[src/rtl/acia_pkg.sv]
package acia_pkg;
  localparam int REG_W = 8;

  // status bit positions (host software decodes these)
  localparam int ST_RXFULL  = 0;
  localparam int ST_TXEMPTY = 1;
  localparam int ST_IRQ     = 7;

  // transmitter-control field encodings
  localparam logic [1:0] TXC_QUIET  = 2'b00;
  localparam logic [1:0] TXC_IRQ_ON = 2'b01;
  localparam logic [1:0] TXC_HOLD   = 2'b10;
  localparam logic [1:0] TXC_OTHER  = 2'b11;

  localparam logic [1:0] CMD_MRESET = 2'b11;

  typedef enum logic [1:0] {
    RX_IDLE,
    RX_START,
    RX_DATA,
    RX_STOP
  } rx_state_t;
endpackage

[src/rtl/acia_fifo.sv]
module acia_fifo #(
  parameter int W           = 8,
  parameter int DEPTH       = 16,
  parameter int AFULL_LEVEL = 14
) (
  input  logic         clk,
  input  logic         rst_n,
  input  logic         clr,
  input  logic         push,
  input  logic [W-1:0] push_data,
  input  logic         pop,
  output logic [W-1:0] head,
  output logic         empty,
  output logic         full,
  output logic         afull
);
  localparam int PTR_W = (DEPTH > 1) ? $clog2(DEPTH) : 1;
  localparam int CNT_W = $clog2(DEPTH + 1);
  localparam logic [CNT_W-1:0] CNT_MAX = CNT_W'(DEPTH);
  localparam logic [CNT_W-1:0] CNT_AF  = CNT_W'(AFULL_LEVEL);
  localparam logic [PTR_W-1:0] PTR_END = PTR_W'(DEPTH - 1);

  logic [W-1:0]     mem [DEPTH];
  logic [PTR_W-1:0] wp, rp;
  logic [CNT_W-1:0] count;
  logic             do_push, do_pop;

  assign empty   = (count == '0);
  assign full    = (count == CNT_MAX);
  assign afull   = (count >= CNT_AF);
  assign do_push = push && !full;
  assign do_pop  = pop && !empty;
  assign head    = mem[rp];

  always_ff @(posedge clk) begin
    if (do_push) mem[wp] <= push_data;
  end

  always_ff @(posedge clk or negedge rst_n) begin
    if (!rst_n) begin
      wp    <= '0;
      rp    <= '0;
      count <= '0;
    end else if (clr) begin
      wp    <= '0;
      rp    <= '0;
      count <= '0;
    end else begin
      if (do_push) wp <= (wp == PTR_END) ? '0 : wp + 1'b1;
      if (do_pop)  rp <= (rp == PTR_END) ? '0 : rp + 1'b1;
      case ({do_push, do_pop})
        2'b10:   count <= count + 1'b1;
        2'b01:   count <= count - 1'b1;
        default: count <= count;
      endcase
    end
  end

  a_r7_push_fills: assert property (@(posedge clk) disable iff (!rst_n)
    (push && !clr) |=> !empty);
  a_r7_pop_drops_one: assert property (@(posedge clk) disable iff (!rst_n)
    (pop && !push && !empty && !clr) |=> (count == $past(count) - 1'b1));
  a_r7_no_overflow: assert property (@(posedge clk) disable iff (!rst_n)
    (full && push && !pop && !clr) |=> full);
  a_r7_bounded: assert property (@(posedge clk) disable iff (!rst_n)
    count <= CNT_MAX);
endmodule

[src/rtl/acia_tx.sv]
module acia_tx #(
  parameter int W   = 8,
  parameter int OVS = 16
) (
  input  logic         clk,
  input  logic         rst_n,
  input  logic         clr,
  input  logic         tick_en,
  input  logic         in_valid,
  output logic         in_ready,
  input  logic [W-1:0] in_data,
  output logic         txd
);
  localparam int TICK_W = $clog2(OVS);
  localparam int BIT_W  = $clog2(W + 2);
  localparam logic [TICK_W-1:0] TICK_LAST = TICK_W'(OVS - 1);
  localparam logic [BIT_W-1:0]  BIT_LAST  = BIT_W'(W + 1);

  logic              busy;
  logic [W:0]        shreg;   // {stop, data}
  logic [TICK_W-1:0] tick;
  logic [BIT_W-1:0]  nbit;
  logic              line_q;

  assign in_ready = !busy;
  assign txd      = line_q;

  always_ff @(posedge clk or negedge rst_n) begin
    if (!rst_n) begin
      busy   <= 1'b0;
      shreg  <= '1;
      tick   <= '0;
      nbit   <= '0;
      line_q <= 1'b1;
    end else if (clr) begin
      busy   <= 1'b0;
      shreg  <= '1;
      tick   <= '0;
      nbit   <= '0;
      line_q <= 1'b1;
    end else if (!busy) begin
      if (in_valid) begin
        busy   <= 1'b1;
        shreg  <= {1'b1, in_data};
        tick   <= '0;
        nbit   <= '0;
        line_q <= 1'b0;          // start bit
      end
    end else if (tick_en) begin
      if (tick == TICK_LAST) begin
        tick <= '0;
        if (nbit == BIT_LAST) begin
          busy   <= 1'b0;
          line_q <= 1'b1;
        end else begin
          line_q <= shreg[0];
          shreg  <= {1'b1, shreg[W:1]};
          nbit   <= nbit + 1'b1;
        end
      end else begin
        tick <= tick + 1'b1;
      end
    end
  end

  a_r3_frame_ends_high: assert property (@(posedge clk) disable iff (!rst_n)
    $fell(busy) |-> txd);
  a_r11_no_tick_no_move: assert property (@(posedge clk) disable iff (!rst_n)
    (busy && !tick_en && !clr) |=> ($stable(txd) && $stable(tick)));
endmodule

[src/rtl/acia_rx.sv]
module acia_rx
  import acia_pkg::*;
#(
  parameter int W   = 8,
  parameter int OVS = 16
) (
  input  logic         clk,
  input  logic         rst_n,
  input  logic         clr,
  input  logic         tick_en,
  input  logic         rxd,
  output logic         out_valid,
  output logic [W-1:0] out_data
);
  localparam int TICK_W = $clog2(OVS);
  localparam int BIT_W  = $clog2(W);
  localparam logic [TICK_W-1:0] TICK_LAST = TICK_W'(OVS - 1);
  localparam logic [TICK_W-1:0] TICK_MID  = TICK_W'(OVS / 2 - 1);
  localparam logic [BIT_W-1:0]  BIT_LAST  = BIT_W'(W - 1);

  rx_state_t         state;
  logic [1:0]        sync;
  logic              line;
  logic [TICK_W-1:0] tick;
  logic [BIT_W-1:0]  nbit;
  logic [W-1:0]      shreg;
  logic              valid_q;

  assign line      = sync[1];
  assign out_valid = valid_q;
  assign out_data  = shreg;

  always_ff @(posedge clk or negedge rst_n) begin
    if (!rst_n) sync <= 2'b11;
    else        sync <= {sync[0], rxd};
  end

  always_ff @(posedge clk or negedge rst_n) begin
    if (!rst_n) begin
      state   <= RX_IDLE;
      tick    <= '0;
      nbit    <= '0;
      shreg   <= '0;
      valid_q <= 1'b0;
    end else if (clr) begin
      state   <= RX_IDLE;
      tick    <= '0;
      nbit    <= '0;
      valid_q <= 1'b0;
    end else begin
      valid_q <= 1'b0;
      if (tick_en) begin
        case (state)
          RX_IDLE: begin
            tick <= '0;
            if (!line) state <= RX_START;
          end
          RX_START: begin
            if (tick == TICK_MID) begin
              tick  <= '0;
              nbit  <= '0;
              state <= line ? RX_IDLE : RX_DATA;
            end else begin
              tick <= tick + 1'b1;
            end
          end
          RX_DATA: begin
            if (tick == TICK_LAST) begin
              tick  <= '0;
              shreg <= {line, shreg[W-1:1]};
              if (nbit == BIT_LAST) state <= RX_STOP;
              else                  nbit  <= nbit + 1'b1;
            end else begin
              tick <= tick + 1'b1;
            end
          end
          RX_STOP: begin
            if (tick == TICK_LAST) begin
              tick    <= '0;
              valid_q <= line;
              state   <= RX_IDLE;
            end else begin
              tick <= tick + 1'b1;
            end
          end
          default: state <= RX_IDLE;
        endcase
      end
    end
  end

  a_r6_glitch_rejected: assert property (@(posedge clk) disable iff (!rst_n)
    (state == RX_START && tick_en && tick == TICK_MID && line && !clr)
      |=> (state == RX_IDLE));
  a_r6_single_push: assert property (@(posedge clk) disable iff (!rst_n)
    out_valid |=> !out_valid);
  a_r6_push_from_stop: assert property (@(posedge clk) disable iff (!rst_n)
    $rose(out_valid) |-> ($past(state) == RX_STOP));
endmodule

[src/rtl/acia_uart.sv]
module acia_uart
  import acia_pkg::*;
#(
  parameter int OVS         = 16,
  parameter int FIFO_DEPTH  = 16,
  parameter int AFULL_LEVEL = 14
) (
  input  logic             clk,
  input  logic             rst_n,
  input  logic             reg_sel,
  input  logic             wr_n,
  input  logic             rd_n,
  input  logic [REG_W-1:0] din,
  output logic [REG_W-1:0] dout,
  input  logic             clk_en16,
  input  logic             rxd,
  output logic             txd,
  output logic             rts_n,
  input  logic             cts_n
);
  // host strobe edge detection: one access per assertion
  logic wr_q, rd_q, wr_stb, rd_stb;
  logic ctrl_wr, data_wr, data_rd, mreset;

  always_ff @(posedge clk or negedge rst_n) begin
    if (!rst_n) begin
      wr_q <= 1'b1;
      rd_q <= 1'b1;
    end else begin
      wr_q <= wr_n;
      rd_q <= rd_n;
    end
  end

  assign wr_stb  = !wr_n && wr_q;
  assign rd_stb  = !rd_n && rd_q;
  assign ctrl_wr = wr_stb && !reg_sel;
  assign data_wr = wr_stb && reg_sel;
  assign data_rd = rd_stb && reg_sel;
  assign mreset  = ctrl_wr && (din[1:0] == CMD_MRESET);

  // control field
  logic       rx_ie;
  logic [1:0] txc;

  always_ff @(posedge clk or negedge rst_n) begin
    if (!rst_n) begin
      rx_ie <= 1'b0;
      txc   <= TXC_QUIET;
    end else if (ctrl_wr) begin
      rx_ie <= din[7];
      txc   <= din[6:5];
    end
  end

  // CTS synchronizer
  logic [1:0] cts_sync;
  logic       cts_s;
  always_ff @(posedge clk or negedge rst_n) begin
    if (!rst_n) cts_sync <= 2'b11;
    else        cts_sync <= {cts_sync[0], cts_n};
  end
  assign cts_s = cts_sync[1];

  // transmit holding register -> serializer stream
  logic             hold_valid;
  logic [REG_W-1:0] hold_data;
  logic             tx_valid, tx_ready, tx_accept;

  assign tx_valid  = hold_valid && !cts_s;
  assign tx_accept = tx_valid && tx_ready;

  always_ff @(posedge clk or negedge rst_n) begin
    if (!rst_n) begin
      hold_valid <= 1'b0;
      hold_data  <= '0;
    end else if (mreset) begin
      hold_valid <= 1'b0;
    end else if (!hold_valid) begin
      if (data_wr) begin
        hold_valid <= 1'b1;
        hold_data  <= din;
      end
    end else if (tx_accept) begin
      hold_valid <= 1'b0;
    end
  end

  acia_tx #(.W(REG_W), .OVS(OVS)) u_tx (
    .clk      (clk),
    .rst_n    (rst_n),
    .clr      (mreset),
    .tick_en  (clk_en16),
    .in_valid (tx_valid),
    .in_ready (tx_ready),
    .in_data  (hold_data),
    .txd      (txd)
  );

  // receive path
  logic             rx_valid;
  logic [REG_W-1:0] rx_data;
  logic [REG_W-1:0] fifo_head;
  logic             fifo_empty, fifo_full, fifo_afull;

  acia_rx #(.W(REG_W), .OVS(OVS)) u_rx (
    .clk       (clk),
    .rst_n     (rst_n),
    .clr       (mreset),
    .tick_en   (clk_en16),
    .rxd       (rxd),
    .out_valid (rx_valid),
    .out_data  (rx_data)
  );

  acia_fifo #(.W(REG_W), .DEPTH(FIFO_DEPTH), .AFULL_LEVEL(AFULL_LEVEL)) u_fifo (
    .clk       (clk),
    .rst_n     (rst_n),
    .clr       (mreset),
    .push      (rx_valid),
    .push_data (rx_data),
    .pop       (data_rd),
    .head      (fifo_head),
    .empty     (fifo_empty),
    .full      (fifo_full),
    .afull     (fifo_afull)
  );

  // status and host read mux
  logic             rx_full, tx_empty, irq;
  logic [REG_W-1:0] status;

  assign rx_full  = !fifo_empty;
  assign tx_empty = !hold_valid;
  assign irq      = (rx_full && rx_ie) || (tx_empty && (txc == TXC_IRQ_ON));

  always_comb begin
    status             = '0;
    status[ST_RXFULL]  = rx_full;
    status[ST_TXEMPTY] = tx_empty;
    status[ST_IRQ]     = irq;
  end

  assign dout  = reg_sel ? fifo_head : status;
  assign rts_n = (txc == TXC_HOLD) || fifo_afull;

  a_r3_write_takes_slot: assert property (@(posedge clk) disable iff (!rst_n)
    (data_wr && tx_empty && !mreset) |=> !tx_empty);
  a_r4_busy_write_ignored: assert property (@(posedge clk) disable iff (!rst_n)
    (data_wr && !tx_empty) |=> $stable(hold_data));
  a_r5_start_needs_cts: assert property (@(posedge clk) disable iff (!rst_n)
    $fell(tx_ready) |-> !$past(cts_s));
  a_r10_master_reset: assert property (@(posedge clk) disable iff (!rst_n)
    mreset |=> (tx_empty && !rx_full && tx_ready && txd));
  a_r2_one_pop_per_strobe: assert property (@(posedge clk) disable iff (!rst_n)
    (!rd_n && $past(!rd_n)) |-> !data_rd);
endmodule

[config.mk]
export PLATFORM = sky130hd
export DESIGN_NAME = acia_uart
export DESIGN_NICKNAME = d
export VERILOG_FILES = /design/src/rtl/acia_pkg.sv /design/src/rtl/acia_fifo.sv /design/src/rtl/acia_tx.sv /design/src/rtl/acia_rx.sv /design/src/rtl/acia_uart.sv
export SDC_FILE = /design/constraint.sdc
export NUM_CORES = 1
export LEC_CHECK = 0
export BUFFER_PORTS_ARGS = -buffer_cell sky130_fd_sc_hd__buf_4
export CAP_MARGIN = 0
export CORE_MARGIN = 2
export CORE_UTILIZATION = 30
export CTS_BUF_LIST = sky130_fd_sc_hd__clkbuf_4
export CTS_CLUSTER_DIAMETER = 80
export CTS_CLUSTER_SIZE = 14
export DETAILED_ROUTE_END_ITERATION = 8
export PLACE_DENSITY = 0.45
export SYNTH_ARGS = -nofsm -noshare
export SYNTH_HDL_FRONTEND = slang
export SYNTH_SLANG_ARGS = --single-unit
[constraint.sdc]
create_clock -name clk -period 2.75 [get_ports clk]
set_clock_uncertainty 0.15 [all_clocks]
set_input_delay 0.55 -clock clk [delete_from_list [all_inputs] [get_ports clk]]
set_output_delay 0.55 -clock clk [all_outputs]
set_load 0.05 [all_outputs]
Word level (Yosys, flattened, before mapping):

Memories as Yosys holds them, arrays and structs flattened.
Index checks and enable logic that the tools add are counted.
W data, S select, Z words.

* output and inout port bits: 10
* bits in registers: 68
* memory bits (writable): 128
* input bits: 16
* word-level logic and storage cells: 163
* memories kept: 1

* add/subtract/negate cells: 8
* equal/unequal tests: 25
* bitwise operators: 2
* multiplexer cells: 67
* reduce and logical (&&, ||, !) cells: 38
* magnitude comparators: 1

Memory list
* u_fifo.mem: words 16, bits a word 8, read ports 1, clocked after Yosys merged registers in 0, write ports 1, line acia_fifo.sv:23 `logic [W-1:0] mem [DEPTH];`

Operators by type and width (number)
* $mux W4: 20
* $mux W9: 6
* $mux W1: 22
* $add A4 B1 Y4 const B: 5
* $eq A4 B4 Y1 const B: 5
* $mux W2: 8
* $mux W3: 5
* $ne A3 B3 Y1 const B: 5
* $logic_and A1 B1 Y1: 12
* $ne A3 B2 Y1 const B: 4
* $pmux W4 S3: 1
* $eq A2 B2 Y1 const B: 5
* $pmux W5 S2: 1
* $reduce_bool A3 Y1: 3
* $logic_not A1 Y1: 8
* $mux W8: 1
* $pmux W2 S4: 1
* $reduce_and A4 Y1: 2
* $eq A2 B1 Y1 const B: 3
* $pmux W3 S2: 1
* $reduce_and A3 Y1: 2
* $reduce_and A6 Y1: 1
* $reduce_bool A2 Y1: 3
* $add A5 B1 Y5 const B: 1
* 14 further kinds: 16

Logic depth before layout (Yosys ltp):

* word-level depth: 7
* gate-level depth with buffers: 10

Modules after synthesis:

A second synthesis with hierarchy kept.

* cell total of the unflattened synthesis: 568
* area, all modules: 8717.1 sq um

Modules (own cells, without submodules)
* acia_fifo: area each 5910.7 sq um, sequential area each 4169.0 sq um, instances 1, cells each 315
* acia_tx: area each 1084.8 sq um, sequential area each 461.7 sq um, instances 1, cells each 115
* acia_rx: area each 1003.5 sq um, sequential area each 503.0 sq um, instances 1, cells each 84
* acia_uart: area each 718.2 sq um, sequential area each 405.4 sq um, instances 1, cells each 54

Worst setup path after synthesis:

No wires, ideal clock.

* path kind: flip-flop to output port
* from: reg u_fifo.rp[0]
* to: out dout[0]
* data arrival time: 1.958 ns
* stages on the path, launching flop included: 6
* path buffers: 2
* path slack: 0.092 ns
* required time: 2.050 ns
* cell sequence: dfrtp_1 > buf_4 > buf_2 > mux4_2 > o22ai_1 > a21oi_1

* longest elaborated chain between the ends: 2

RTL lines
* start: declaration: line acia_fifo.sv:24 `logic [PTR_W-1:0] wp, rp;`
* start signal: assignment: line acia_fifo.sv:50 `if (do_pop) rp <= (rp == PTR_END) ? '0 : rp + 1'b1;`
* $mem_v2 Z16 W8
* $mux W8: line acia_uart.sv:144 `assign dout = reg_sel ? fifo_head : status;`
* end: declaration: line acia_uart.sv:14 `output logic [REG_W-1:0] dout,`

Every way passes these cells.

Worst setup path in the final report:

* from: reg u_fifo.rp[0]
* to: out dout[7]

The elaborated chain is that of the path after synthesis.

==> results.txt <==
The worst-case setup slack after placement came out at 164 ps. Derived from the worst setup path, the maximum achievable clock frequency is 324 MHz. Global routing used 12.3% of the available tracks. The maximum clock insertion buffer count came out at 2. The final period utilization is 112%. The delay of the slowest cell on the worst path came out at 540 ps. The kind of end point of the critical path is an output pin. The final setup TNS came out at -2280 ps. The post-synth design cell area is 0.00850 sq mm. The first-pass detailed-route iteration total came out at 4.

The Yosys step of the flow raised 0 warnings. The global-route congestion overflow total is 0. The area of the die is 0.0297 sq mm. The slew at the pin closest to its max-slew limit is 626 ps.

The register clock-pin slew on the reported worst setup and hold paths came out at 170 ps. The number of stages on the worst hold path came out at 2. Counting flops with a built-in enable in the synthesized netlist gives 128. The initial antenna violation count is 1. The static leakage power came out at 3.88 nW.

The worst setup slack for register-to-register paths is 280 ps. The average cell area after synthesis is 15.6 sq um. The cell sitting at the root of the clock tree is a sky130_fd_sc_hd__clkbuf_4. The via count of the first global-routing pass is 4807. The clock tree synthesis step divided the H-tree into 4 levels. The net count after synthesis is 573. The worst hold path belongs to the class in2reg. The remaining design rule violation count is 0.

The TritonCTS clock tree is yes. The family with the most delay on the worst path is multiplexers. The shortest clock period the worst path allows after layout came out at 3080 ps. Excluding fillers, the count of instances in the completed layout stands at 1004.

The number of max-cap violations is 0. The data arrival time of the critical path is 2380 ps. The endpoint of the most critical register-to-register path is u_fifo.count[4]$_DFFE_PN0P_. In this run the tightest slew margin relative to its limit is 58.3%. For this configuration, the core starts out at a cell density of 30.5%. The path with the worst hold slack has its endpoint at txc[0]$_DFFE_PN0P_. Row generation in the floorplan step produced 61 rows. The global-route wire length before repair is 27300 um. The number of hold violations in the final report was 0. The post-detailed-route wirelength per cell came out at 17.1 um. The floorplan step set the die height to 172 um. The ratio of routed vias to standard cells is 4.73. The number of clock sinks came out at 195. Setup violations remaining at the end of the flow were counted as 8. The relative area change from synthesis to final layout is 16.2%. The number of slew-limit violations in the final report is 0. The final-stage net count is 640. The fraction of final layout cells sized beyond drive strength 1 is 33.0%.

Input and output buffers added on the ports amount to 25. The worst supply voltage drop on vdd is 0.000291 V. The data required time of the worst path came out at 2050 ps. The fraction of the yosys area taken by sequential cells came out at 65.1%. Of all nets on the critical path, the largest fanout is 8. The global placement routability congestion is 0.795. The pin count of the biggest net entering global routing is 42. On the critical path, the stage with the largest delay is an instance of sky130_fd_sc_hd__mux4_2. The power density of the placed cells is 747 mW/mm^2. The smallest hold slack came out at 66.8 ps. The critical path goes through buf_12 -> mux4_2 -> mux2i_4 -> a21oi_2 -> a21o_1 -> buf_6.

The final worst slack came out at -332 ps. The worst setup path is launched from a flop. Detailed placement ended at an HPWL of 11800 um. The checks that failed: setup timing. Counting the buffers created by CTS gives 17. For the worst-skew pair, the clock arrives at the later sink with an insertion delay of 570 ps.

The placed instance area came out at 0.00932 sq mm. The synthesized netlist contains 63 unique library cells. The routed design has 17200 um of wire.

The launch point of the worst hold path is din[5]. The most instantiated flip-flop cell in the synthesis netlist is sky130_fd_sc_hd__edfxtp_1. The remaining number of nets flagged by the antenna check after routing came out at 0. The cell count after synthesis is 545. Registers take 0.00554 sq mm. The number of placed instances, taps included is 954. The number of vias in the routed layout is 4750. The reg-to-reg critical path startpoint is u_fifo.count[2]$_DFFE_PN0P_. Together, buffers and inverters on the worst path number 2.

Synthesis inferred 195 register bits. The number of filler cells placed in the layout came out at 2694. The floorplan step set the die width to 172 um. Summing all non-filler instances in the final layout gives an area of 0.00988 sq mm.

The run finished, with violations left. For this run, asynchronously set or reset flops after synthesis account for 34.4%. The number of cells on the worst reg-to-reg path came out at 8.

The critical path in this run is classified as reg2out. Setup repair after global routing could not meet its margin everywhere. Pin placement for this block handled 26 I/O pins.

The core utilization of the finished layout is 35.5%. The number of violations reported at the end of detailed-routing iteration 0 came out at 272. Power comes to 7.38 mW.

In this run the standard cell core region covers 0.0279 sq mm. The area taken by multi-input logic gates is 0.00282 sq mm.
-- final cells by class --
class | instances | share of cell area [%]
sequential | 195 | 56.1
multi-input combinational | 309 | 28.6
timing repair buffer | 80 | 7.25
tap | 378 | 4.79
clock inverter | 14 | 1.58
clock buffer | 18 | 1.37
inverter | 9 | 0.342
antenna | 1 | 0.0253
-- cell usage in the layout (no fill, tap or decap), drive strengths merged, types with 12 or more instances in the layout --
master,synthesis,layout
nand2b,12,12
mux4,32,32
clkbuf,9,18
edfxtp,128,128
dfrtp,52,52
buf,23,68
dlygate4sd3,0,12
ha,12,12
inv,9,17
nand3,12,12
a21oi,15,15
nor2,28,28
dfstp,15,15
mux2i,30,30
mux2,33,33
nand2,34,34
-- logic make-up after synthesis --
group,count (synthesis),share of synthesized area [%]
compound gates,67,5.52
xor+xnor,5,0.515
fa+ha+maj,12,1.77
buf+inv,41,2.35
flops,195,65.1
mux,95,16.5
simple gates,130,8.19
-- cells in the mapped netlist (all sizes together) (11+ instances only) --
cell	instances	area, sq um
mux2	33	372
ha	12	150
nand3	12	60.1
dfstp	15	394
nor2	28	105
nand2	34	130
a21oi	15	78.8
mux2i	30	313
nand2b	12	75.1
dfrtp	52	1300
mux4	32	721
edfxtp	128	3840
buf	23	133
o21ai	11	55.1
-- worst reg2reg max path: stages (launching register included) --
cell	delay, ps
sky130_fd_sc_hd__dfrtp_1	530
sky130_fd_sc_hd__o41ai_1	500
sky130_fd_sc_hd__nand2_1	120
sky130_fd_sc_hd__xnor2_1	140
sky130_fd_sc_hd__ha_1	250
sky130_fd_sc_hd__nand2_1	110
sky130_fd_sc_hd__nor3_1	60
sky130_fd_sc_hd__or3_1	340
sky130_fd_sc_hd__and3_1	190
-- worst max-delay path by stage --
stage / cells after the start / to / startpoint / slack (ps)
after floorplan: 5 / dout[0] / u_fifo.rp[0]$_DFFE_PN0P_ / 90
after global placement: 6 / dout[2] / u_fifo.rp[0]$_DFFE_PN0P_ / 190
after detailed placement: 6 / dout[7] / u_fifo.rp[0]$_DFFE_PN0P_ / 160
after CTS: 6 / dout[3] / u_fifo.rp[0]$_DFFE_PN0P_ / -400
after global routing: 6 / dout[2] / u_fifo.rp[0]$_DFFE_PN0P_ / -460
final: 6 / dout[7] / u_fifo.rp[0]$_DFFE_PN0P_ / -330
-- timing repair --
item                                    CTS  global route
endpoints found under the setup margin    8             8
resized for setup                        14             4
buffers inserted                          4             1
hold buffers                             10             2
hold endpoints to repair                 38             3
-- layer usage --
layer / up-vias / global-route usage (%) / routed length [um]
li1: 2230 / - / -
met5: - / 0 / 0
met4: 0 / 3.84 / 193
met1: 2456 / 16.0 / 7870
met2: 52 / 20.9 / 8810
met3: 12 / 2.13 / 335
-- state kept, by name, indices dropped and copies added, names as in the netlist --
signal,flops
u_rx.tick,4
u_rx.nbit,3
hold_data,8
u_fifo.wp,4
u_fifo.count,5
u_tx.shreg,8
cts_sync,2
u_fifo.mem,128
u_tx.tick,4
rx_ie,1
u_rx.state,2
u_fifo.rp,4
u_rx.out_data,8
u_rx.sync,2
rd_q,1
u_tx.busy,1
hold_valid,1
u_tx.txd,1
u_tx.nbit,4
txc,2
wr_q,1
u_rx.out_valid,1
-- power breakdown --
part | switching, mW | internal (mW) | leakage [nW]
sequential | 0.355 | 3.44 | 2.30
combinational | 1.02 | 1.05 | 1.42
clock | 1.09 | 0.433 | 0.156
total | 2.46 | 4.92 | 3.88
Power figures use the tool's default switching activity.
